### config.mk
export PLATFORM = sky130hd
export DESIGN_NAME = dual_bank_intc
export DESIGN_NICKNAME = d
export VERILOG_FILES = /design/src/rtl/intc_pkg.sv /design/src/rtl/intc_src_bank.sv /design/src/rtl/intc_regfile.sv /design/src/rtl/intc_out.sv /design/src/rtl/dual_bank_intc.sv
export SDC_FILE = /design/constraint.sdc
export NUM_CORES = 1
export LEC_CHECK = 0
export ABC_AREA = 1
export BUFFER_PORTS_ARGS = -buffer_cell sky130_fd_sc_hd__buf_4
export CORE_AREA = 3 3 56 97
export DETAILED_ROUTE_END_ITERATION = 8
export DIE_AREA = 0 0 59 100
export GPL_TIMING_DRIVEN = 0
export HOLD_SLACK_MARGIN = 0.03
export PLACE_DENSITY = 0.76
export SLEW_MARGIN = 20
export SYNTH_ARGS = -nofsm -noshare
export SYNTH_HDL_FRONTEND = slang
export SYNTH_SLANG_ARGS = --single-unit
### constraint.sdc
create_clock -name clk -period 2.3 [get_ports clk]
set_input_delay 0.23 -clock clk [delete_from_list [all_inputs] [get_ports clk]]
set_output_delay 0.23 -clock clk [all_outputs]
set_load 0.01 [all_outputs]
### src/rtl/intc_pkg.sv
package intc_pkg;
  localparam int GRP_W  = 2;
  localparam int SEL_W  = 2;
  localparam int ADDR_W = GRP_W + SEL_W;
  localparam int NGRP   = 3;

  typedef enum logic [SEL_W-1:0] {
    SEL_STAT = 2'd0,
    SEL_REQ  = 2'd1,
    SEL_MASK = 2'd2,
    SEL_NONE = 2'd3
  } reg_sel_e;

  localparam logic [GRP_W-1:0] GRP_A = 2'd0;
  localparam logic [GRP_W-1:0] GRP_B = 2'd1;
  localparam logic [GRP_W-1:0] GRP_F = 2'd2;
endpackage

### src/rtl/intc_src_bank.sv
module intc_src_bank #(
  parameter int           W        = 8,
  parameter logic [W-1:0] EDGE_SEL = '0
) (
  input  logic         clk,
  input  logic         rst,
  input  logic [W-1:0] src,
  input  logic [W-1:0] clr,
  output logic [W-1:0] status
);
  for (genvar i = 0; i < W; i++) begin : g_bit
    if (EDGE_SEL[i]) begin : g_edge
      logic prev_q;
      logic lat_q;
      always_ff @(posedge clk) begin
        if (rst) begin
          prev_q <= 1'b0;
          lat_q  <= 1'b0;
        end else begin
          prev_q <= src[i];
          lat_q  <= (lat_q & ~clr[i]) | (src[i] & ~prev_q);
        end
      end
      assign status[i] = lat_q;


      edge_hold_chk: assert property (@(posedge clk) disable iff (rst)
        (lat_q && !clr[i]) |=> lat_q);

      set_wins_chk: assert property (@(posedge clk) disable iff (rst)
        (src[i] && !prev_q && clr[i]) |=> lat_q);
    end else begin : g_lvl
      assign status[i] = src[i];
    end
  end

  logic unused_clr;
  assign unused_clr = ^(clr & ~EDGE_SEL);
endmodule

### src/rtl/intc_regfile.sv
module intc_regfile
  import intc_pkg::*;
#(
  parameter int W = 8
) (
  input  logic              clk,
  input  logic              rst,
  input  logic              we,
  input  logic [ADDR_W-1:0] addr,
  input  logic [W-1:0]      wdata,
  input  logic [W-1:0]      stat_a,
  input  logic [W-1:0]      stat_b,
  input  logic [W-1:0]      stat_f,
  output logic [W-1:0]      mask_a,
  output logic [W-1:0]      mask_b,
  output logic [W-1:0]      mask_f,
  output logic [W-1:0]      req_a,
  output logic [W-1:0]      req_b,
  output logic [W-1:0]      req_f,
  output logic [W-1:0]      clr_a,
  output logic [W-1:0]      rdata
);
  logic [GRP_W-1:0] grp;
  reg_sel_e         sel;
  logic [W-1:0]     mask_q [NGRP];
  logic [W-1:0]     stat_v [NGRP];
  logic [W-1:0]     req_v  [NGRP];

  assign grp = addr[ADDR_W-1:SEL_W];
  assign sel = reg_sel_e'(addr[SEL_W-1:0]);

  assign stat_v[0] = stat_a;
  assign stat_v[1] = stat_b;
  assign stat_v[2] = stat_f;

  for (genvar g = 0; g < NGRP; g++) begin : g_req
    assign req_v[g] = stat_v[g] & mask_q[g];
  end

  assign mask_a = mask_q[0];
  assign mask_b = mask_q[1];
  assign mask_f = mask_q[2];
  assign req_a  = req_v[0];
  assign req_b  = req_v[1];
  assign req_f  = req_v[2];

  assign clr_a = (we && grp == GRP_A && sel == SEL_REQ) ? wdata : '0;

  always_ff @(posedge clk) begin
    if (rst) begin
      for (int g = 0; g < NGRP; g++) mask_q[g] <= '0;
    end else if (we && sel == SEL_MASK) begin
      for (int g = 0; g < NGRP; g++)
        if (grp == GRP_W'(g)) mask_q[g] <= wdata;
    end
  end

  always_ff @(posedge clk) begin
    if (rst) begin
      rdata <= '0;
    end else begin
      rdata <= '0;
      for (int g = 0; g < NGRP; g++) begin
        if (grp == GRP_W'(g)) begin
          case (sel)
            SEL_STAT: rdata <= stat_v[g];
            SEL_REQ:  rdata <= req_v[g];
            SEL_MASK: rdata <= mask_q[g];
            default:  rdata <= '0;
          endcase
        end
      end
    end
  end


  mask_wr_chk: assert property (@(posedge clk) disable iff (rst)
    (we && addr == {GRP_A, SEL_MASK}) |=> (mask_a == $past(wdata)));

  unmapped_zero_chk: assert property (@(posedge clk) disable iff (rst)
    (addr[SEL_W-1:0] == SEL_NONE || addr[ADDR_W-1:SEL_W] == 2'd3) |=> (rdata == '0));
endmodule

### src/rtl/intc_out.sv
module intc_out #(
  parameter int W = 8
) (
  input  logic         clk,
  input  logic         rst,
  input  logic [W-1:0] req_a,
  input  logic [W-1:0] req_b,
  input  logic [W-1:0] req_f,
  output logic         irq,
  output logic         fiq
);
  always_ff @(posedge clk) begin
    if (rst) begin
      irq <= 1'b0;
      fiq <= 1'b0;
    end else begin
      irq <= |{req_a, req_b};
      fiq <= |req_f;
    end
  end
endmodule

### src/rtl/dual_bank_intc.sv
module dual_bank_intc
  import intc_pkg::*;
#(
  parameter int           W      = 8,
  parameter logic [W-1:0] EDGE_A = 8'h64
) (
  input  logic              clk,
  input  logic              rst,
  input  logic [W-1:0]      src_a,
  input  logic [W-1:0]      src_b,
  input  logic [W-1:0]      src_f,
  input  logic              bus_we,
  input  logic [ADDR_W-1:0] bus_addr,
  input  logic [W-1:0]      bus_wdata,
  output logic [W-1:0]      bus_rdata,
  output logic              irq,
  output logic              fiq
);
  logic [W-1:0] stat_a, stat_b, stat_f;
  logic [W-1:0] mask_a, mask_b, mask_f;
  logic [W-1:0] req_a, req_b, req_f;
  logic [W-1:0] clr_a;

  intc_src_bank #(.W(W), .EDGE_SEL(EDGE_A)) u_bank_a (
    .clk(clk), .rst(rst), .src(src_a), .clr(clr_a), .status(stat_a));
  intc_src_bank #(.W(W), .EDGE_SEL('0)) u_bank_b (
    .clk(clk), .rst(rst), .src(src_b), .clr('0), .status(stat_b));
  intc_src_bank #(.W(W), .EDGE_SEL('0)) u_bank_f (
    .clk(clk), .rst(rst), .src(src_f), .clr('0), .status(stat_f));

  intc_regfile #(.W(W)) u_regs (
    .clk(clk), .rst(rst), .we(bus_we), .addr(bus_addr), .wdata(bus_wdata),
    .stat_a(stat_a), .stat_b(stat_b), .stat_f(stat_f),
    .mask_a(mask_a), .mask_b(mask_b), .mask_f(mask_f),
    .req_a(req_a), .req_b(req_b), .req_f(req_f),
    .clr_a(clr_a), .rdata(bus_rdata));

  intc_out #(.W(W)) u_out (
    .clk(clk), .rst(rst), .req_a(req_a), .req_b(req_b), .req_f(req_f),
    .irq(irq), .fiq(fiq));


  irq_block_chk: assert property (@(posedge clk) disable iff (rst)
    (mask_a == '0 && mask_b == '0) |=> !irq);

  fiq_block_chk: assert property (@(posedge clk) disable iff (rst)
    (mask_f == '0) |=> !fiq);
endmodule

==> impl_metrics.tcl <==
set metrics [dict create \
    status "finished, final reports clean" \
    finalMaxSlewViolations 0 \
    avgSynthCellArea_um2 7.454 \
    area_delta_synth_final_pct 24.65 \
    hold_viol 0 \
    ys_seq_elements 40 \
    clkLatencyLatePin_ns 0.29 \
    fillers 468 \
    h-tree-depth 2 \
    max_stage_delay_ns 0.71 \
    num_rows 33 \
    clock_sink_count 40 \
    yosys-top-cells-area "edfxtp_1, nand2_1, dfxtp_1, nand3_1, inv_1" \
    power_frac_comb 0.169 \
    required_ns 2.22 \
    grt_pass1_wl_mm 8.148 \
    crit_path_end_kind "flip-flop" \
    die_w_um 59 \
    drv_cap 0 \
    path_common_cell "buf_4" \
    synth_common_cells "nand2_1, inv_1, nand3_1, edfxtp_1, nor2_1" \
    slowest_stage "o31ai_2" \
    netlist_area_um2 2117 \
    tightest_slew_ns 0.8209 \
    viasPerCell 4.969 \
    synth_nets 323 \
    io_buffers 47 \
    cts_buffer_depth 2 \
    synth_edf_count 24 \
    io_pins 49 \
    hp-class "in2reg" \
    power.switching_uw 425.8 \
    arrival_ns 1.39 \
    worstSetupPathType "in2reg" \
    drt_iter0_drc 64 \
    rsz0062_at_grt "false" \
    fin_crit_sh 0.6384 \
    sequentialPowerShare 0.530 \
    start_util 0.4498 \
    via_count 1943 \
    whs_path_depth 2 \
    gp_congestion 0.9139 \
    synth.most_common_cell "nand2_1" \
    routed_wl_mm 5.132 \
    p_leak_uw 0.001435 \
    numCtsBuffers 5 \
    sw_frac_of_total 0.2724 \
    setup_viol_count_final 0 \
    async_flop_share 0 \
    fin_crit_ns 1.468 \
    powerDensity_nw_per_um2 592.4 \
    max_freq_mhz 681.1 \
    syn_inst 284 \
    antenna_found_initial 0 \
    netlist.area_leader.share 0.3404 \
    hold_buffers 0 \
    layout.nets 377 \
    grt_usage 0.1831 \
    cp_max_fo 10 \
    root_buffer "clkbuf_8" \
    fp.dieH_um 100 \
    critPathLaunchType "input pin" \
    fin_skew_ns 0.006785 \
    grt_pass1_vias 1771 \
    synth.largest_area_cell "edfxtp_1" \
    postCtsSetupBuffers 0 \
    wire_per_inst_um 13.13 \
    drive_above_1_share 0.2242 \
    core_region_area_um2 4707 \
    grt_max_degree 14 \
    place_ws_ns 0.5028 \
    cts_resized 0 \
    rr_worst_depth 6 \
    overflow 0 \
    clk_pin_slew_ns 0.08 \
    diodes 0 \
    ant_nets 0 \
    hpwlAfterDp_mm 4.046 \
    layout_setup_ws_ns 0.8317 \
    ys_warn_count 0 \
    setup_tns_ns 0 \
    cts_tree "done" \
    synthFlopType "edfxtp_1" \
    first_pass_iters 4 \
    p_clk_frac 0.300 \
    p_int_uw 1138 \
    ys_seq_area_frac 0.4917 \
    synth_cell_type_count 21 \
    crit_chain "buf_4 > buf_4 > nand3_1 > o31ai_2" \
    dieArea_um2 5900 \
    ir_worst_vdd_v 0.0005360 \
    drcViolationCount 0 \
    slew_headroom 0.4495 \
]
[layer usage]
layer	part of all wire	global-route usage
met4	0.030	0.09250
met3	0.054	0.02960
met5	0	0
met2	0.54	0.3330
met1	0.38	0.1949
[placed cells by master (no fill, tap or decap), types with 5 or more instances in the layout]
cell,n
edfxtp_1,24
nand3_1,35
buf_4,50
clkbuf_8,5
inv_1,43
nand2_1,112
o21ai_0,8
nor2_1,19
dfxtp_1,16
[final timing paths]
check | slack [ns] | from | endpoint
max | 0.83 | bus_addr[1] | u_regs.mask_q[0][8]$_DFFE_PP_
min | 0.13 | rst | u_out.fiq$_SDFF_PP0_
max reg2reg | 1.33 | u_regs.mask_q[0][3]$_DFFE_PP_ | u_out.irq$_SDFF_PP0_
min reg2reg | 0.43 | u_bank_a.g_bit[2].g_edge.prev_q$_SDFF_PP0_ | u_bank_a.g_bit[2].g_edge.lat_q$_SDFF_PP0_
[final cells by class]
cell class	count	area, µm²	area share
well taps	52	65.06	0.02466
multi-input cells	188	842.1	0.3191
flip-flops and latches	40	1041	0.3945
clock inverters	2	16.27	0.006164
repair buffers	47	352.8	0.1337
inverters	48	182.7	0.06923
plain buffers	8	66.31	0.02513
clock buffers	6	72.57	0.02750
[sequential cells by signal (all words and copies together), names as in the netlist]
signal                        flops
u_bank_a.g_bit.g_edge.lat_q       3
u_out.fiq                         1
u_out.irq                         1
u_bank_a.g_bit.g_edge.prev_q      3
u_regs.mask_q                    24
u_regs.rdata                      8
[critical path: cells and delay by family]
family / cells / cell delay [ns]
and+or+nand+nor: 1 / 0.19
AOI/OAI and AO/OA: 1 / 0.71
buffers and inverters: 2 / 0.26
[power groups by stage]
stage / Clock [µW] / Sequential (µW) / Combinational, µW
CTS: 476 / 828 / 265
finish: 470 / 829 / 265
floorplan: 0 / 842 / 145
global placement: 0 / 843 / 257
global route: 505 / 833 / 297
detailed placement: 0 / 845 / 264
[metrics by stage]
step | util | std cells | cell area [µm²] | hold slack [ns] | power (µW)
CTS | 0.5606 | 391 | 2639 | 0.1241 | 1569
global placement | 0.5385 | 383 | 2535 | 0.4104 | 1100
global route | 0.5606 | 391 | 2639 | 0.1346 | 1636
detailed placement | 0.5417 | 383 | 2550 | 0.4215 | 1109
floorplan | - | 284 | 2117 | 0.2994 | 987.6
finish | 0.5606 | 391 | 2639 | 0.1297 | 1563
[logic make-up after synthesis]
| group | share of synthesized area |
|---|---|
| AO/OA/AOI/OAI | 0.04551 |
| buffers and inverters | 0.1176 |
| flip-flops | 0.4917 |
| AND/OR/NAND/NOR | 0.3452 |
No activity file was read; power rests on OpenSTA's default activity.
